**src/rtl/ind_reg_bridge.sv**
```systemverilog
module ind_reg_bridge #(
  parameter int AW = 32,
  parameter int DW = 32,
  parameter logic [AW-1:0] ADDR_MAX = 'hFFF,
  parameter int TIMEOUT = 64
) (
  input  logic          clk,
  input  logic          rst,
  input  logic          h_wr_en,
  input  logic [1:0]    h_word,
  input  logic [DW-1:0] h_wdata,
  output logic [DW-1:0] h_rdata,
  output logic          t_req,
  output logic          t_we,
  output logic [AW-1:0] t_addr,
  output logic [DW-1:0] t_wdata,
  input  logic          t_ack,
  input  logic [DW-1:0] t_rdata
);
  localparam int TW = $clog2(TIMEOUT + 1);
  localparam logic [1:0] W_CMD = 2'd0, W_ADDR = 2'd1, W_RDAT = 2'd2, W_WDAT = 2'd3;

  logic [1:0]    cmd_q;
  logic          ack_q, busy_q;
  logic [AW-1:0] addr_q;
  logic [DW-1:0] wdat_q, rdat_q;
  logic [TW-1:0] tcnt;

  wire sel_cmd  = h_wr_en && h_word == W_CMD;
  wire clr      = sel_cmd && h_wdata == '0;
  wire idle     = !busy_q && !ack_q;
  wire start    = sel_cmd && idle && ^h_wdata[1:0];
  wire addr_bad = addr_q > ADDR_MAX || addr_q[1:0] != 2'b00;
  wire expire   = tcnt == TW'(TIMEOUT - 1);

  always_ff @(posedge clk) begin
    if (rst) begin
      cmd_q  <= '0;
      ack_q  <= 1'b0;
      busy_q <= 1'b0;
      addr_q <= '0;
      wdat_q <= '0;
      rdat_q <= '0;
      tcnt   <= '0;
    end else begin
      if (h_wr_en && h_word == W_ADDR && !busy_q) addr_q <= h_wdata[AW-1:0];
      if (h_wr_en && h_word == W_WDAT && !busy_q) wdat_q <= h_wdata;
      if (clr) begin
        cmd_q  <= '0;
        ack_q  <= 1'b0;
        busy_q <= 1'b0;
        tcnt   <= '0;
      end else if (start) begin
        cmd_q <= h_wdata[1:0];
        tcnt  <= '0;
        if (addr_bad) begin
          ack_q <= 1'b1;
          if (h_wdata[0]) rdat_q <= '1;
        end else begin
          busy_q <= 1'b1;
        end
      end else if (busy_q) begin
        if (t_ack) begin
          busy_q <= 1'b0;
          ack_q  <= 1'b1;
          if (cmd_q[0]) rdat_q <= t_rdata;
        end else if (expire) begin
          busy_q <= 1'b0;
          ack_q  <= 1'b1;
          if (cmd_q[0]) rdat_q <= '1;
        end else begin
          tcnt <= tcnt + 1'b1;
        end
      end
    end
  end

  assign t_req   = busy_q;
  assign t_we    = cmd_q[1];
  assign t_addr  = addr_q;
  assign t_wdata = wdat_q;

  always_comb begin
    case (h_word)
      W_CMD:   h_rdata = DW'({ack_q, cmd_q});
      W_ADDR:  h_rdata = DW'(addr_q);
      W_RDAT:  h_rdata = rdat_q;
      default: h_rdata = wdat_q;
    endcase
  end
endmodule

```
**config.mk**
```make
export PLATFORM = sky130hd
export DESIGN_NAME = ind_reg_bridge
export DESIGN_NICKNAME = d
export VERILOG_FILES = /design/src/rtl/ind_reg_bridge.sv
export SDC_FILE = /design/constraint.sdc
export NUM_CORES = 1
export LEC_CHECK = 0
export ABC_AREA = 1
export ABC_CLOCK_PERIOD_IN_PS = 3280
export BUFFER_PORTS_ARGS = -buffer_cell sky130_fd_sc_hd__buf_2
export CORE_MARGIN = 2
export CORE_UTILIZATION = 40
export DETAILED_ROUTE_END_ITERATION = 10
export PLACE_DENSITY_LB_ADDON = 0.2
export SKIP_LAST_GASP = 1
export SYNTH_ARGS = -nofsm -noshare
export SYNTH_HDL_FRONTEND = slang
export SYNTH_SLANG_ARGS = --single-unit
```
**constraint.sdc**
```tcl
create_clock -name clk -period 3.28 [get_ports clk]
set_input_delay 0 -clock clk [delete_from_list [all_inputs] [get_ports clk]]
set_output_delay 0 -clock clk [all_outputs]
set_load 0.01 [all_outputs]
```
### Word level (Yosys, flattened, before mapping)

Cells that the tools add are included.

* $add $sub $neg: 1
* reductions and logical operators: 24
* muxes and demuxes: 19
* bitwise operators: 3
* equal/unequal tests: 7
* magnitude comparators: 1

Operators by type and width (number)
* $mux 32: 8
* $pmux 32 s3: 1
* $gt 32x12->1 const B: 1
* $logic_not 32->1: 1
* $mux 1: 10
* $logic_and 1x1->1: 9
* $add 7x1->7 const B: 1
* $eq 7x6->1 const B: 1
* $reduce_and 3->1: 2
* $reduce_and 6->1: 1
* $reduce_bool 2->1: 3
* $eq 2x2->1 const B: 2
* $ne 2x2->1 const B: 2
* $not 1->1: 3
* $reduce_bool 3->1: 1
* $reduce_or 3->1: 1
* $eq 2x1->1 const B: 1
* $logic_not 1->1: 2
* $logic_not 2->1: 1
* $ne 2x1->1 const B: 1
* $reduce_or 2->1: 1
* $reduce_xor 2->1: 1
* $logic_or 1x1->1: 1

* input port bits: 70
* bits in registers: 107

### Logic depth before layout (Yosys ltp)

* depth after elaboration: 6
* mapped depth: 12
* mapped depth without buffers: 11

### Worst setup path after synthesis

OpenSTA, ideal clock, no wires.

* kind: register to register
* start: register tcnt[0]
* end: register rdat_q[10]
* path buffers: 1
* stages on the path, launching flop included: 12
* slack: 1.780 ns
* data arrival time: 1.387 ns
* clock period less this slack: 1.500 ns
* data required time: 3.167 ns
* library setup time: 0.113 ns
* cell sequence: dfxtp_1 > ha_1 > inv_1 > nor2_1 > nand2_1 > nand2_1 > nand2_1 > a21boi_1 > nor2_4 > buf_6 > nor2_1 > nor2_1

* word-level cells in the longest chain between the ends: 3

Ends and longest elaborated chain
* start: declaration: line 27 `logic [TW-1:0] tcnt;`
* start signal: assignment: line 72 `tcnt <= tcnt + 1'b1;`
* $eq 7x6->1: line 34 `wire expire = tcnt == TW'(TIMEOUT - 1);`
* $reduce_bool 3->1 (no source line)
* $reduce_and 6->1 (no source line)
* end signal: assignment: line 66 `if (cmd_q[0]) rdat_q <= t_rdata;`
* end: declaration: line 26 `logic [DW-1:0] wdat_q, rdat_q;`

Every way passes these cells.
A chain may end at the register's enable or synchronous reset.

### Worst setup path after layout

* start: input h_wdata[0]
* end: register rdat_q[17]

* word-level cells in the longest chain between the ends: 4
* elaborated cells on any way between the ends: 12

Ends and longest elaborated chain
* start: declaration: line 11 `input logic [DW-1:0] h_wdata,`
* $logic_not 32->1 / $reduce_xor 2->1 (equally long branches): line 30, 32
* $logic_and 1x1->1, on equally long branches: line 30, 32
* $not 1->1 (no source line) (tied with other cells)
* $reduce_and 6->1 (no source line)

Parallel ways exist; a longest one is shown, timed or not.

==> impl_metrics.csv <==
group,metric,value,unit
status,status,"complete, but fails checks",
status,violations,"negative hold slack",
routing,first_pass_iters,5,
routing,wirelength,17000,µm
sta,max-slew-margin-rel,43.16,%
sta,post-route-period-util,71.91,%
global_routing,grt_pass1_vias,5239,
sta,fin_crit,2.359,ns
routing,dr.first_iter.drc_count,406,
synth,yosys_warnings,0,
routing,vias,5674,
setup_path,endpoint,"rdat_q[17]",
finish,multi_input_area,0.002581,mm²
setup_path,reg2reg_slack,1.04,ns
synth,yosysTopAreaCellShare,42.07,%
clocking,htreeDepth,3,
setup_path,critPathArrivalTime,2.60,ns
setup_path,critPathCaptureType,"flip-flop",
floorplanning,die_w,116.8,µm
placement,numPortBuffers,167,
finish,nets,1036,
floorplanning,dieHeight,116.8,µm
pwr,pwr_density_cell,456.5,mW/mm²
routing,viasPerCell,4.973,
placement,hpwl,11490,µm
clocking,numCtsBuffers,9,
finish,final_core_util,54.25,%
synth,ys_ff_latch,107,
pwr,vdd_ir_drop_max,0.2426,mV
floorplanning,die-area,0.01365,mm²
finish,drive_gt1_share,21.47,%
clocking,cts_tree,"built",
setup_path,path_max_fanout,32,
sta,maxSlewViolCount,0,
clocking,cts_sinks,107,
synth,syn-num-nets,849,
sta,skew,0.007565,ns
placement,dp_cells,1079,
pwr,leakage,3.135,nW
synth,synth_edf_count,0,
sta,finalSetupTns,0,ns
sta,setup_viol,0,
sta,whs,-0.005212,ns
synth,synth_area,0.005091,mm²
synth,synth_cells,777,
setup_path,worst-r2r-cell-count,10,
clocking,clk_pin_slew,0.07,ns
sta,hold_viol_final,2,
routing,route.detailed.drc,0,
finish,register_area,0.002142,mm²
clocking,cts-root-buf,"clkbuf_16",
placement,post_dp_cell_area,0.005978,mm²
finish,design_area,0.006790,mm²
finish,layout_commonest_cell,"nor2_1",
sta,tightest_slew,0.8513,ns
floorplanning,start_util,40.67,%
clocking,clockBufferDepth,2,
finish,layout.cells.non_filler,1141,
floorplanning,rows,41,
placement,gp_congestion,0.8482,
synth,syn_avg_cell_area,6.552,µm²
floorplanning,io_pins,168,
global_routing,overflow,0,
sta,rsz0062_at_grt,"no",
routing,routedWlPerCell,14.90,µm
finish,diodes,0,
min_path,hold_path_class,"input pin to flip-flop",
setup_path,crit_path_start,"h_wdata[0]",
synth,yosysUniqueCellTypes,28,
routing,ant_nets,0,
synth,synth_flop_cell,"dfxtp_1",
finish,syn2layout_area_growth,33.37,%
synth,yosys.area.top_type,"dfxtp_1",
synth,async_flop_share,0,%
run,drv_cap,0,
setup_path,start_kind,"input pin",
clocking,cts_hold_buf,46,
sta,max_freq,0.4240,GHz
clocking,cts_setup_buffers,0,
global_routing,grtUsageTotal,25.02,%
synth,synth_area_leaders,"dfxtp_1 42%, nor2_1 16%, nand2_1 12%",
clocking,clock_latency,0.35,ns
synth,yosysSeqAreaShare,42.07,%
setup_path,r2r-start,"t_req",
finish,final_cell_mix,"212 x nor2_1, 167 x buf_2, 161 x nand2_1, 107 x dfxtp_1, 72 x nand3_1",
global_routing,grt_pass1_wl,26320,µm
global_routing,grt_start_max_net_pins,55,
global_routing,antenna_found_initial,0,
setup_path,required,3.53,ns
setup_path,timing.rr.end,"rdat_q[17]",
floorplanning,coreArea,0.01252,mm²
finish,fillerInstances,1344,
setup_path,critical_path_class,"input pin to flip-flop",
clocking,cts_resized,0,
[where the power goes]
part | internal [mW] | total, mW | switching (mW) | leakage [nW]
combinational | 0.181 | 0.443 | 0.262 | 2.10
clock | 0.768 | 1.27 | 0.505 | 0.161
sequential | 1.34 | 1.38 | 0.0390 | 0.870
total | 2.29 | 3.10 | 0.807 | 3.14
[metrics by stage]
stage          hold WS [ns]  setup slack (ns)  total power [mW]
2_1_floorplan       0.07238             1.780             1.635
3_3_place_gp         0.2346             1.084             1.809
3_5_place_dp         0.2368             1.079             1.811
4_1_cts           0.0003615            0.9219             3.109
5_1_grt             0.01116            0.6616             3.223
6_report          -0.005212            0.9213             3.100
[cell usage after synthesis, types with 2 or more instances]
library cell / count
nor2_1: 213
nand2_1: 161
dfxtp_1: 107
nand3_1: 72
o21ai_0: 66
nor3_1: 34
inv_1: 26
a21oi_1: 23
clkbuf_1: 23
buf_2: 11
buf_6: 7
buf_1: 3
buf_4: 3
inv_2: 3
nand2_2: 3
nor2_4: 3
o2111ai_1: 3
clkinv_1: 2
ha_1: 2
o211ai_1: 2
xnor2_1: 2
xor2_1: 2
[kinds of logic (layout without fill, tap and decap cells)]
| family | Yosys count | after routing | share of synthesized area (%) |
|---|---|---|---|
| AND/OR/NAND/NOR | 490 | 490 | 39.59 |
| flip-flops | 107 | 107 | 42.07 |
| AO/OA/AOI/OAI | 96 | 96 | 9.880 |
| buffers and inverters | 78 | 270 | 7.274 |
| XOR/XNOR | 4 | 4 | 0.6883 |
| adder cells (fa/ha/maj) | 2 | 2 | 0.4914 |
[final cells by class]
class,instances,share of cell area [%]
Clock buffer,10,3.519
Clock inverter,6,1.658
Inverter,31,1.714
Multi-Input combinational cell,592,38.01
Sequential cell,107,31.55
Tap cell,172,3.169
Timing Repair Buffer,223,20.38
[sequential cells by signal, indices dropped and copies added, names as in the netlist]
register	flops
t_req	1
tcnt	7
t_addr	32
ack_q	1
cmd_q	2
rdat_q	32
t_wdata	32
[worst min-delay path by stage]
stage,start,endpoint,cells past startpoint
floorplan,rst,cmd_q[0],1
CTS,t_rdata[19],rdat_q[19],5
detailed placement,rst,cmd_q[0],2
global placement,rst,cmd_q[0],2
global route,t_rdata[29],rdat_q[29],5
finish,t_rdata[19],rdat_q[19],5
[layer usage]
layer / global-route usage [%] / vias to the layer above / part of all wire [%]
met1: 33.47 / 2567 / 46
li1: - / 2866 / -
met3: 3.090 / 34 / 5.6
met2: 40.77 / 207 / 45
met4: 10.98 / 0 / 2.8
met5: 0 / - / 0
[worst max-delay path: stages]
cell           delay (ns)
dlygate4sd3_1        0.52
buf_2                0.13
inv_1                0.07
ha_1                 0.27
nand2_1              0.10
nor2_4               0.37
nand2_2              0.11
clkinv_1             0.06
nor2_1               0.05
nor2_4               0.59
nand3_1              0.17
nand2_1              0.12
nor2_1               0.05
(Power assumes the default switching activity.)
